## src/rtl/bank_trk_pkg.sv

```systemverilog
package bank_trk_pkg;

    typedef enum logic [2:0] {
        OP_NOP  = 3'd0,
        OP_ACT  = 3'd1,
        OP_PRE  = 3'd2,
        OP_PREA = 3'd3,
        OP_RD   = 3'd4,
        OP_WR   = 3'd5,
        OP_RSV6 = 3'd6,
        OP_RSV7 = 3'd7
    } cmd_op_e;

    typedef enum logic [1:0] {
        CLS_EMPTY    = 2'b00,
        CLS_HIT      = 2'b01,
        CLS_CONFLICT = 2'b10
    } row_cls_e;

    typedef enum logic {
        BS_IDLE = 1'b0,
        BS_OPEN = 1'b1
    } bank_st_e;

    typedef enum logic {
        EP_QUIET = 1'b0,
        EP_FLAG  = 1'b1
    } err_st_e;

endpackage

```

## src/rtl/bank_row_slot.sv

```systemverilog
module bank_row_slot
    import bank_trk_pkg::*;
#(
    parameter int ROW_W = 16
) (
    input  logic             clk,
    input  logic             rst,
    input  logic             open_req,
    input  logic             close_req,
    input  logic [ROW_W-1:0] row_in,
    output logic             is_open,
    output logic [ROW_W-1:0] open_row
);

    bank_st_e   st_q;
    bank_st_e   st_d;
    logic [ROW_W-1:0] row_q;

    // state register
    always_ff @(posedge clk) begin
        if (rst) begin
            st_q <= BS_IDLE;
        end else begin
            st_q <= st_d;
        end
    end

    // row register: captured only on T_OPEN
    always_ff @(posedge clk) begin
        if (rst) begin
            row_q <= '0;
        end else if (st_q == BS_IDLE && open_req) begin
            row_q <= row_in;
        end
    end

    // next-state: T_OPEN and T_CLOSE
    always_comb begin
        st_d = st_q;
        unique case (st_q)
            BS_IDLE: if (open_req)  st_d = BS_OPEN;
            BS_OPEN: if (close_req) st_d = BS_IDLE;
        endcase
    end

    // outputs
    always_comb begin
        is_open  = (st_q == BS_OPEN);
        open_row = row_q;
    end

endmodule

```

## src/rtl/bank_cmd_decode.sv

```systemverilog
module bank_cmd_decode
    import bank_trk_pkg::*;
#(
    parameter int RANK_W = 2,
    parameter int BANK_W = 3,
    parameter int ROW_W  = 16,
    localparam int SLOT_W    = RANK_W + BANK_W,
    localparam int NUM_SLOTS = 1 << SLOT_W,
    localparam int NUM_BANKS = 1 << BANK_W
) (
    input  logic                              cmd_valid,
    input  logic [2:0]                        cmd_op,
    input  logic [RANK_W-1:0]                 cmd_rank,
    input  logic [BANK_W-1:0]                 cmd_bank,
    input  logic [ROW_W-1:0]                  cmd_row,
    input  logic [NUM_SLOTS-1:0]              slot_open,
    input  logic [NUM_SLOTS-1:0][ROW_W-1:0]   slot_rows,
    output logic [NUM_SLOTS-1:0]              open_vec,
    output logic [NUM_SLOTS-1:0]              close_vec,
    output logic                              cmd_err
);

    logic [SLOT_W-1:0] idx;
    logic              cur_open;
    logic              row_eq;
    cmd_op_e           op;

    always_comb begin
        idx      = {cmd_rank, cmd_bank};
        cur_open = slot_open[idx];
        row_eq   = (slot_rows[idx] == cmd_row);
        op       = cmd_op_e'(cmd_op);
    end

    always_comb begin
        open_vec  = '0;
        close_vec = '0;
        cmd_err   = 1'b0;
        if (cmd_valid) begin
            unique case (op)
                OP_ACT: begin
                    if (cur_open) cmd_err = 1'b1;
                    else          open_vec[idx] = 1'b1;
                end
                OP_PRE: close_vec[idx] = 1'b1;
                OP_PREA: begin
                    for (int b = 0; b < NUM_BANKS; b++) begin
                        close_vec[{cmd_rank, BANK_W'(b)}] = 1'b1;
                    end
                end
                OP_RD, OP_WR: begin
                    if (!cur_open || !row_eq) cmd_err = 1'b1;
                end
                OP_NOP, OP_RSV6, OP_RSV7: ;
            endcase
        end
    end

endmodule

```

## src/rtl/bank_req_classify.sv

```systemverilog
module bank_req_classify
    import bank_trk_pkg::*;
#(
    parameter int RANK_W = 2,
    parameter int BANK_W = 3,
    parameter int ROW_W  = 16,
    localparam int SLOT_W    = RANK_W + BANK_W,
    localparam int NUM_SLOTS = 1 << SLOT_W
) (
    input  logic [RANK_W-1:0]                req_rank,
    input  logic [BANK_W-1:0]                req_bank,
    input  logic [ROW_W-1:0]                 req_row,
    input  logic [NUM_SLOTS-1:0]             slot_open,
    input  logic [NUM_SLOTS-1:0][ROW_W-1:0]  slot_rows,
    output row_cls_e                         cls
);

    logic [SLOT_W-1:0] idx;

    always_comb begin
        idx = {req_rank, req_bank};
        if (!slot_open[idx])                   cls = CLS_EMPTY;
        else if (slot_rows[idx] == req_row)    cls = CLS_HIT;
        else                                   cls = CLS_CONFLICT;
    end

endmodule

```

## src/rtl/bank_err_pulse.sv

```systemverilog
module bank_err_pulse
    import bank_trk_pkg::*;
(
    input  logic clk,
    input  logic rst,
    input  logic err_in,
    output logic err_out
);

    err_st_e st_q;
    err_st_e st_d;

    always_ff @(posedge clk) begin
        if (rst) st_q <= EP_QUIET;
        else     st_q <= st_d;
    end

    // T_RAISE / T_DROP
    always_comb begin
        st_d = st_q;
        unique case (st_q)
            EP_QUIET: if (err_in)  st_d = EP_FLAG;
            EP_FLAG:  if (!err_in) st_d = EP_QUIET;
        endcase
    end

    always_comb begin
        err_out = (st_q == EP_FLAG);
    end

endmodule

```

## src/rtl/bank_row_tracker.sv

```systemverilog
module bank_row_tracker
    import bank_trk_pkg::*;
#(
    parameter int RANK_W = 2,
    parameter int BANK_W = 3,
    parameter int ROW_W  = 16
) (
    input  logic              clk,
    input  logic              rst,
    input  logic              cmd_valid,
    input  logic [2:0]        cmd_op,
    input  logic [RANK_W-1:0] cmd_rank,
    input  logic [BANK_W-1:0] cmd_bank,
    input  logic [ROW_W-1:0]  cmd_row,
    input  logic [RANK_W-1:0] req_rank,
    input  logic [BANK_W-1:0] req_bank,
    input  logic [ROW_W-1:0]  req_row,
    output logic [1:0]        req_class,
    output logic              proto_err
);

    localparam int SLOT_W    = RANK_W + BANK_W;
    localparam int NUM_SLOTS = 1 << SLOT_W;

    logic [NUM_SLOTS-1:0]            slot_open;
    logic [NUM_SLOTS-1:0][ROW_W-1:0] slot_rows;
    logic [NUM_SLOTS-1:0]            open_vec;
    logic [NUM_SLOTS-1:0]            close_vec;
    logic                            cmd_err;
    row_cls_e                        cls;

    bank_cmd_decode #(.RANK_W(RANK_W), .BANK_W(BANK_W), .ROW_W(ROW_W)) u_dec (
        .cmd_valid (cmd_valid),
        .cmd_op    (cmd_op),
        .cmd_rank  (cmd_rank),
        .cmd_bank  (cmd_bank),
        .cmd_row   (cmd_row),
        .slot_open (slot_open),
        .slot_rows (slot_rows),
        .open_vec  (open_vec),
        .close_vec (close_vec),
        .cmd_err   (cmd_err)
    );

    for (genvar g = 0; g < NUM_SLOTS; g++) begin : g_slot
        bank_row_slot #(.ROW_W(ROW_W)) u_slot (
            .clk       (clk),
            .rst       (rst),
            .open_req  (open_vec[g]),
            .close_req (close_vec[g]),
            .row_in    (cmd_row),
            .is_open   (slot_open[g]),
            .open_row  (slot_rows[g])
        );
    end

    bank_req_classify #(.RANK_W(RANK_W), .BANK_W(BANK_W), .ROW_W(ROW_W)) u_cls (
        .req_rank  (req_rank),
        .req_bank  (req_bank),
        .req_row   (req_row),
        .slot_open (slot_open),
        .slot_rows (slot_rows),
        .cls       (cls)
    );

    bank_err_pulse u_err (
        .clk     (clk),
        .rst     (rst),
        .err_in  (cmd_err),
        .err_out (proto_err)
    );

    assign req_class = cls;

endmodule

```

## config.mk

```make
export PLATFORM = sky130hd
export DESIGN_NAME = bank_row_tracker
export DESIGN_NICKNAME = d
export VERILOG_FILES = /design/src/rtl/bank_trk_pkg.sv /design/src/rtl/bank_row_slot.sv /design/src/rtl/bank_cmd_decode.sv /design/src/rtl/bank_req_classify.sv /design/src/rtl/bank_err_pulse.sv /design/src/rtl/bank_row_tracker.sv
export SDC_FILE = /design/constraint.sdc
export NUM_CORES = 1
export LEC_CHECK = 0
export ABC_AREA = 1
export BUFFER_PORTS_ARGS = -buffer_cell sky130_fd_sc_hd__clkbuf_2
export CAP_MARGIN = 30
export CORE_MARGIN = 2
export CORE_UTILIZATION = 35
export DETAILED_ROUTE_END_ITERATION = 8
export MAX_ROUTING_LAYER = met4
export PLACE_DENSITY_LB_ADDON = 0.1
export SYNTH_ARGS = -nofsm -noshare
export SYNTH_HDL_FRONTEND = slang
export SYNTH_SLANG_ARGS = --single-unit
```

## constraint.sdc

```tcl
create_clock -name clk -period 3.5 [get_ports clk]
set_input_delay 0.7 -clock clk [delete_from_list [all_inputs] [get_ports clk]]
set_output_delay 0.7 -clock clk [all_outputs]
set_load 0.03 [all_outputs]
```

Yosys cells after proc, flatten, opt, wreduce, memory -nomap -nowiden
Index checks and enable logic that the tools add are counted.

Register bits after elaboration: 545. Logic and storage cells: 309. Output and inout port bits: 3.

Eq/ne operators: 7. Bitwise logic cells: 39. Reductions and logical operators: 45. $lt $le $gt $ge: 19. Mux-type cells: 134.

Operators with widths (number): 16-bit binary-select mux with 5-bit select (2); 32-bit 2-to-1 mux (4); 1-bit 2-to-1 mux (79); 1-bit one-hot mux with 2 select lines (33); 32-bit one-hot mux with 2 select lines (1); 5-bit by 6-bit less-than comparator with 1-bit output, second input constant (10); 5-bit by 1-bit >= comparator with 1-bit output, second input constant (9); 1-bit logical AND (41); 16-bit equality test (2); 16-bit 2-to-1 mux (2); 1-bit inverter (32); 32-bit by 27-bit bitwise OR with 32-bit output (1); 32-bit by 28-bit bitwise OR with 32-bit output (1); 32-bit by 29-bit bitwise OR with 32-bit output (1); 32-bit by 30-bit bitwise OR with 32-bit output (1); 32-bit by 31-bit bitwise OR with 32-bit output (1); 32-bit bitwise OR (1); 25-bit by 26-bit bitwise OR with 26-bit output (1); 1-bit demux with 2-bit select (8); 1-bit binary-select mux with 5-bit select (2); 3-bit by 2-bit equality test with 1-bit output, second input constant (2); 3-bit equality test, second input constant (2); 1-bit demux with 5-bit select (1); 2-bit 2-to-1 mux (2); other kinds (4) (5).

Longest topological paths before layout
Gate-level depths: netlist (run 1).

Depth after elaboration: 15. Depth in mapped cells: 19.

By module
From an unflattened synthesis (run 1), not the netlist that was laid out.

Cell total of the unflattened synthesis: 6438. Area, all modules: 36269.8 um^2.

Modules (own cells, without submodules): bank_row_slot (instances 32, cells an instance 110, area an instance 743.2 um^2); bank_cmd_decode (instances 1, cells an instance 1567, area an instance 6428.7 um^2); bank_req_classify (instances 1, cells an instance 1348, area an instance 6028.3 um^2); bank_err_pulse (instances 1, cells an instance 3, area an instance 30.0 um^2).

Worst setup path before layout (run 1)
No wires, ideal clock.

Path kind: input-to-output. Start point: input port req_bank[1]. End point: output port req_class[0]. Slack: 318 ps. Cell stages on the path: 17. Data arrival time: 2482 ps. Cell sequence: buf_2 inv_2 buf_2 buf_2 nand3_1 nand3_1 nand2_1 nand2_1 nand3_1 nand2_1 xor2_1 nand3_1 nor2_1 nand2_1 inv_1 nand2_1 nor2_1.

Word-level cells in the longest chain between the ends: 5.

RTL lines: start: declaration (RTL line bank_row_tracker.sv:16) `input logic [BANK_W-1:0] req_bank,`; 16-bit binary-select mux with 5-bit select (RTL line bank_req_classify.sv:23) `else if (slot_rows[idx] == req_row) cls = CLS_HIT;`; 16-bit 2-to-1 mux (not written as such) (RTL line bank_req_classify.sv:23); 16-bit equality test (RTL line bank_req_classify.sv:23); 2-bit 2-to-1 mux (RTL line bank_req_classify.sv:23); 2-bit 2-to-1 mux * (RTL line bank_req_classify.sv:22) `if (!slot_open[idx]) cls = CLS_EMPTY;`; end: declaration (RTL line bank_row_tracker.sv:18) `output logic [1:0] req_class,`.

Mark *: on every way between the ends. The rest lies on a longest branch, timed or not. The select of a mux whose other input is x is not followed.

Worst setup path in the final report (run 1)
Start point: input port req_bank[1]. End point: output port req_class[1].

Same word-level chain as after synthesis.

==> results of run 1 <==
## metrics by stage
| step | hold WS (ns) | power (mW) | TNS [ns] |
|---|---|---|---|
| floorplan | 0.434 | 7.18 | 0 |
| global placement | 0.449 | 7.92 | -0.487 |
| detailed placement | 0.451 | 7.92 | -0.423 |
| CTS | 0.357 | 15.5 | -0.0238 |
| global route | 0.389 | 15.8 | -0.315 |
| finish | 0.374 | 15.4 | -0.128 |
## worst paths after layout
path	from	end	depth (start not counted)
setup reg to reg	g_slot[1].u_slot.open_row[0]$_SDFFE_PP0P_	u_err.err_out$_SDFF_PP0_	16
hold reg to reg	g_slot[15].u_slot.open_row[9]$_SDFFE_PP0P_	g_slot[15].u_slot.open_row[9]$_SDFFE_PP0P_	2
setup / recovery	req_bank[1]	req_class[1]	19
hold / removal	cmd_op[1]	u_err.err_out$_SDFF_PP0_	4
## Yosys cell counts
master and n:
o311ai_0 1, buf_6 12, inv_1 320, nand4_1 10, nand2_2 2, a31oi_1 3
buf_8 1, buf_2 131, nor2_2 9, nor3_1 3, o211ai_1 20, buf_4 17
o21ai_0 768, clkbuf_1 220, nor4_4 1, a21oi_1 704, a22oi_1 26, nand3b_1 4
inv_2 7, clkinv_1 5, clkbuf_2 1, xnor2_1 4, o22ai_1 7, nand3_1 356
dfxtp_1 545, nor2_4 2, nand2_1 1394, xor2_1 6, nor2_1 171, nor4_2 1
buf_1 27, o21ai_1 13
## flip-flops by register name (all words and copies together), names as in the netlist
name / count
g_slot.u_slot.is_open: 32
g_slot.u_slot.open_row: 512
u_err.err_out: 1
## worst min-delay path: stages
cell	delay, ns
clkbuf_2	0.11
nor2_1	0.05
nand2_1	0.05
a21oi_1	0.06
## timing repair
action,4_1_cts,5_1_grt
setup buffers,6,0
gates resized for setup,61,21
pin swaps,19,7
cloned,16,0
endpoints found under the setup margin,2,2
## routing by layer
metal | routed length, um | part of all wire, %
met2 | 59000 | 46
met5 | 0 | 0
met1 | 57300 | 45
met3 | 6410 | 5.0
met4 | 5930 | 4.6
## power by group through the flow
stage / logic, mW / clock network, mW / registers, mW
3_3_place_gp: 1.55 / 0 / 6.36
3_5_place_dp: 1.55 / 0 / 6.36
5_1_grt: 1.81 / 7.81 / 6.23
2_1_floorplan: 0.818 / 0 / 6.36
6_report: 1.72 / 7.46 / 6.23
4_1_cts: 1.69 / 7.57 / 6.23
## cell families (layout without fill, tap and decap cells)
logic type / count (synthesis) / after routing
and+or+nand+nor: 1953 / 1953
AOI/OAI and AO/OA: 1542 / 1542
buffers and inverters: 741 / 764
DFF: 545 / 545
xor gates and xnor gates: 10 / 10
other: 0 / 3
## area by class of cell
type	instances	area [sq um]	area share, %
clock inverters	26	284	0.800
flip-flops and latches	545	10900	30.7
clock buffers	99	2040	5.75
well taps	1144	1430	4.03
repair buffers	305	3560	10.0
multi-input cells	3505	16000	45.0
inverters	332	1290	3.64
diodes	3	7.51	0.0211
repair inverters	2	20.0	0.0564
==> reports/metrics.csv, run 1 <==
metric,value,unit
status,"finished, violations left",
failing checks,negative setup slack,
Setup Skew,0.0332,ns
Clock Power Share,48.4,%
first-pass GRT wire length,191000,um
remaining global-route overflow,0,
Die Y,296,um
"Hold Vio Cnt, Final",0,
distinct cell type count after synthesis,32,
GP Congestion,0.925,
1st-pass router iterations,6,
via/cell ratio,5.31,
hpwl dp,82700,um
Post-Synthesis Cells,4791,
Max-Cap Viols,0,
Die X,296,um
internal power,11.2,mW
clock slew at reported path FFs,0.06,ns
most frequent cells in the layout,"1,383 x nand2_1, 759 x o21ai_0, 701 x a21oi_1, 545 x dfxtp_1, 342 x nand3_1",
Area Overhead vs Synth,19.0,%
cell family with most CP delay,buffers and inverters,
"Net Count, Synth",4839,
"commonest non-fill, non-tap cell in the layout",nand2_1,
global routing's busiest layer,met2,
antenna violations before repair,2,
post-synthesis mux area share,0,%
CTS Buffer Depth,3,
Comb pwr share,11.1,%
initial core utilization,35.2,%
Sw Share,27.1,%
critical path class,in -> out,
"setup slack, reg-to-reg",1.24,ns
P_leak,14.5,nW
Root Buffer,clkbuf_16,
DR WL/cell,21.6,um
element type at the critical path end,output pin,
TritonCTS clock tree,yes,
IO Count,51,
PD cells,434,nW/um^2
synthesized area per cell,6.23,sq um
Compound-Gate Fraction of Synth Area,26.3,%
Finished Layout Cells,5961,
top post-synthesis cells by area,"dfxtp_1 37%, nand2_1 18%, o21ai_0 13%, a21oi_1 12%, nand3_1 6.0%",
CP max stage cell,buf_12,
Core ar.,84900,sq um
Routed Antenna Nets,0,
dpl cell area,32400,sq um
Setup WS pre-CTS,-0.212,ns
fmax,0.280,GHz
final design area excluding fillers,35500,sq um
# port buffers,50,
WL final,129000,um
Worst-Margin Slew,0.831,ns
met2 global-route usage,47.5,%
Simple-Gate Fraction of Synth Area,26.4,%
min-delay worst type,in -> reg,
VDD IR max,0.317,mV
min Tclk post-route,3.57,ns
DRC errors left,0,
share of the synthesized area in the top cell type,36.6,%
Slew HR,44.4,%
setup violators final,2,
largest net degree at the start of global routing,119,
CP required,2.80,ns
# hold bufs at CTS,0,
crit-path most repeated cell,nand2_1,
met1 GRT Util,38.5,%
CP Max Fanout,22,
placed cells,5811,
H-tree levels,3,
Worst path max stage delay,0.19,ns
Seq pwr share,40.4,%
DRT iter0 DRCs,3005,
unrepaired setup endpoints after global routing,true,
GRT met3 Usage,2.80,%
Slew Limit Fails,0,
Switching Power,4.18,mW
cts bufs inserted,69,
layout cells sized above 1,9.91,%
GRT Total Usage,29.8,%
Fillers,9039,
warnings from Yosys,0,
Final WS setup,-0.0658,ns
WP data arrival,2.87,ns
largest family of logic cells by synthesized area,simple AND/OR/NAND/NOR gates,
Mapped Area,29800,sq um
fin util,41.8,%
sequential-to-total area share from yosys stat,36.6,%
Via Count,31600,
CP cell instances,buf_12 -> inv_16 -> buf_12 -> buf_12 -> nand3_1 -> nand3_1 -> nand2_2 -> nand2_1 -> nand3_1 -> nand2_1 -> buf_4 -> xnor2_1 -> inv_1 -> nand2_1 -> nor2_1 -> nand2_1 -> nor2_4 -> nor2_2 -> clkbuf_8,
row count,107,
fin crit share,102,%
nets,4808,
vias in the first global route,29400,
largest area contributor in the netlist,dfxtp_1,
Synth Area in XOR/XNOR,0.293,%
Worst-Skew Late Latency,0.63,ns
CTS Sinks,545,
startpoint types,input port,
"FF+latch count, synth",545,
Adder-Cell Fraction of Synth Area,0,%
Buf/Inv on CP,7,
DIE AREA,87600,sq um
Note: power is estimated with default switching activity, not from simulation.
==> run 2: changes to the inputs <==
Settings changed: ABC_AREA 1 to not set.
==> run 2 against run 1 <==
Critical endpoint is now req_class[0]; cell area down 0.81%; clock skew down 0.0084 ns; the flow still finishes with violations (negative setup slack); synthesized cell count down 34%; global-route usage up 3.7 points; first-iteration DRC count up 10%; register-to-register slack worse by 0.56 ns; critical path type unchanged.
==> reports/metrics.csv, run 2 <==
metric,value,unit,change
status,"finished, violations left",,
failing checks,negative setup slack,,
# hold bufs at CTS,0,,unchanged
WL final,138000,um,+6.9%
placed cells,4389,,-24%
remaining global-route overflow,0,,unchanged
Die X,289,um,-2.4%
launch point of the worst reg-to-reg path,g_slot[12].u_slot.open_row[11]$_SDFFE_PP0P_,,
Setup Skew,0.0248,ns,-0.00844 ns
most frequent cell after synthesis,nand2_1,,
Routed Antenna Nets,0,,unchanged
hold_ws,0.467,ns,+0.0929 ns
critical path class,in -> out,,
setup violators final,2,,unchanged
WP data arrival,3.91,ns,+1.04 ns
row count,104,,-2.8%
top post-synthesis cells by area,"dfxtp_1 38%, mux4_2 17%, nand2_1 10%, mux2i_1 9.6%, a21oi_1 7.6%",,
"setup slack, reg-to-reg",0.68,ns,-0.56 ns
# port buffers,50,,unchanged
Crit. Startpoint,req_bank[0],,
Slew Limit Fails,0,,unchanged
distinct cell type count after synthesis,56,,+75%
H-tree levels,3,,unchanged
via/cell ratio,5.96,,+12%
Die Y,289,um,-2.4%
most instantiated cells after synthesis,"793 x nand2_1, 545 x dfxtp_1, 429 x a21oi_1",,
CTS Buffer Depth,3,,unchanged
Register Area,10900,sq um,unchanged
nets,3452,,-28%
DIE AREA,83400,sq um,-4.8%
DRT iter0 DRCs,3319,,+10%
Root Buffer,clkbuf_16,,
Finished Layout Cells,4515,,-24%
CTS Sinks,545,,unchanged
crit path to,req_class[0],,
warnings from Yosys,0,,unchanged
Via Count,26900,,-15%
"EDFF count, synth",0,,unchanged
antenna violations before repair,2,,unchanged
largest net degree at the start of global routing,109,,-8.4%
Max-Cap Viols,0,,unchanged
"commonest non-fill, non-tap cell in the layout",nand2_1,,
hpwl dp,93200,um,+13%
clock slew at reported path FFs,0.06,ns,about the same
max reg flops,512,,unchanged
VDD IR max,0.344,mV,+8.7%
Mapped Area,28400,sq um,-4.9%
Worst-Skew Late Latency,0.62,ns,about the same
min Tclk post-route,4.61,ns,+1.05 ns
unrepaired setup endpoints after global routing,true,,
Slew HR,43.9,%,-0.52 points
P_leak,12.3,nW,-16%
PD cells,412,nW/um^2,-5.0%
reg-to-reg endpoint,u_err.err_out$_SDFF_PP0_,,
Area Overhead vs Synth,24.1,%,
Setup WS pre-CTS,-1.49,ns,-1.28 ns
"Power, Total",14.5,mW,-5.8%
fraction of registers with async set/reset,0,%,unchanged
CP required,2.80,ns,about the same
Fillers,7789,,-14%
CP Max Fanout,6,,-73%
cts bufs inserted,68,,-1.4%
initial core utilization,35.3,%,+0.14 points
vias in the first global route,25900,,-12%
Final WS setup,-1.11,ns,-1.05 ns
synthesized area per cell,8.98,sq um,+44%
DR WL/cell,30.5,um,+41%
layout cells sized above 1,25.3,%,+15 points
Worst-Margin Slew,0.836,ns,+0.00447 ns
Post-Synthesis Cells,3161,,-34%
Hold Path Depth,2,,-2
element type at the critical path end,output pin,,
fin crit share,132,%,+30 points
largest area contributor in the netlist,dfxtp_1,,
"Hold Vio Cnt, Final",0,,unchanged
IO Count,51,,unchanged
min-delay worst type,reg -> reg,,
GP Congestion,0.990,,+7.0%
Multi-input gate area,16400,sq um,+2.6%
first-pass GRT wire length,193000,um,+0.98%
Core ar.,80400,sq um,-5.3%
most frequent cells in the layout,"793 x nand2_1, 545 x dfxtp_1, 429 x a21oi_1, 386 x buf_4, 268 x mux2i_1",,
"Net Count, Synth",3209,,-34%
GRT Total Usage,33.5,%,+3.7 points
"FF+latch count, synth",545,,unchanged
fmax,0.217,GHz,-23%
1st-pass router iterations,5,,-1
share of the synthesized area in the top cell type,38.4,%,+1.9 points
dominant synthesized flop cell,dfxtp_1,,
TritonCTS clock tree,yes,,
startpoint types,input port,,
sequential-to-total area share from yosys stat,38.4,%,+1.9 points
Worst R2R Path Depth,9,,-7
DRC errors left,0,,unchanged
## run 2: cell type report
type | instances | share of cell area [%]
inverters | 3 | 0.0320
flip-flops and latches | 545 | 31.0
clock buffers | 95 | 5.55
repair buffers | 496 | 12.5
multi-input cells | 2290 | 46.5
well taps | 1060 | 3.76
diodes | 3 | 0.0213
clock inverters | 23 | 0.636
## run 2: what timing repair did
item / in CTS / in global routing
pin swaps: 5 / 6
gates cloned: 1 / 1
hold endpoints to repair: 0 / 0
buffers inserted: 3 / 1
endpoints found under the setup margin: 2 / 2
resized for setup: 16 / 9
## run 2: logic make-up (layout without fill, tap and decap cells)
kind of cell	Yosys count	count (layout)	synth area share, %
AO/OA/AOI/OAI	616	616	12.1
XOR/XNOR	32	32	0.987
buffers and inverters	326	617	4.75
flip-flops	545	545	38.4
multiplexers	494	494	27.1
other	0	3	0
AND/OR/NAND/NOR	1148	1148	16.6
## run 2: where the power goes
group / internal (mW) / leakage, nW / switching [mW]
registers: 6.21 / 4.39 / 0.00794
clock network: 4.13 / 1.09 / 2.95
logic: 0.448 / 6.79 / 0.764
## run 2: how the worst min path moves through the flow
| stage | startpoint | slack, ns | endpoint |
|---|---|---|---|
| 2_1_floorplan | g_slot[9].u_slot.open_row[7]$_SDFFE_PP0P_ | 0.44 | g_slot[9].u_slot.open_row[7]$_SDFFE_PP0P_ |
| 3_3_place_gp | g_slot[9].u_slot.open_row[5]$_SDFFE_PP0P_ | 0.45 | g_slot[9].u_slot.open_row[5]$_SDFFE_PP0P_ |
| 3_5_place_dp | g_slot[19].u_slot.open_row[13]$_SDFFE_PP0P_ | 0.46 | g_slot[19].u_slot.open_row[13]$_SDFFE_PP0P_ |
| 4_1_cts | g_slot[3].u_slot.open_row[9]$_SDFFE_PP0P_ | 0.47 | g_slot[3].u_slot.open_row[9]$_SDFFE_PP0P_ |
| 5_1_grt | g_slot[19].u_slot.open_row[13]$_SDFFE_PP0P_ | 0.48 | g_slot[19].u_slot.open_row[13]$_SDFFE_PP0P_ |
| 6_report | g_slot[31].u_slot.open_row[3]$_SDFFE_PP0P_ | 0.47 | g_slot[31].u_slot.open_row[3]$_SDFFE_PP0P_ |
## run 2: critical path: stages
cell       delay (ns)
clkbuf_16        0.16
buf_12           0.15
mux4_2           0.54
mux4_2           0.50
mux2i_4          0.29
xor2_1           0.20
nand4_1          0.32
buf_4            0.27
nor4b_4          0.22
nand4_1          0.19
nor2_4           0.19
buf_8            0.14
## run 2: metal layers
layer  part of all wire, %  up-vias  global-route usage [%]
li1                      -    11700                       -
met5                     0        -                       -
met3                   8.8      373                    5.50
met1                    39    13400                    42.0
met4                   5.9        0                    17.5
met2                    46     1471                    52.1
## run 2: per-stage QoR
step	util (%)	cell area, sq um	setup TNS (ns)
detailed placement	40.8	32800	-3.03
floorplan	-	28500	-0.291
finish	43.8	35200	-2.18
global placement	40.8	32800	-3.01
global route	43.8	35200	-2.27
CTS	43.7	35200	-2.12
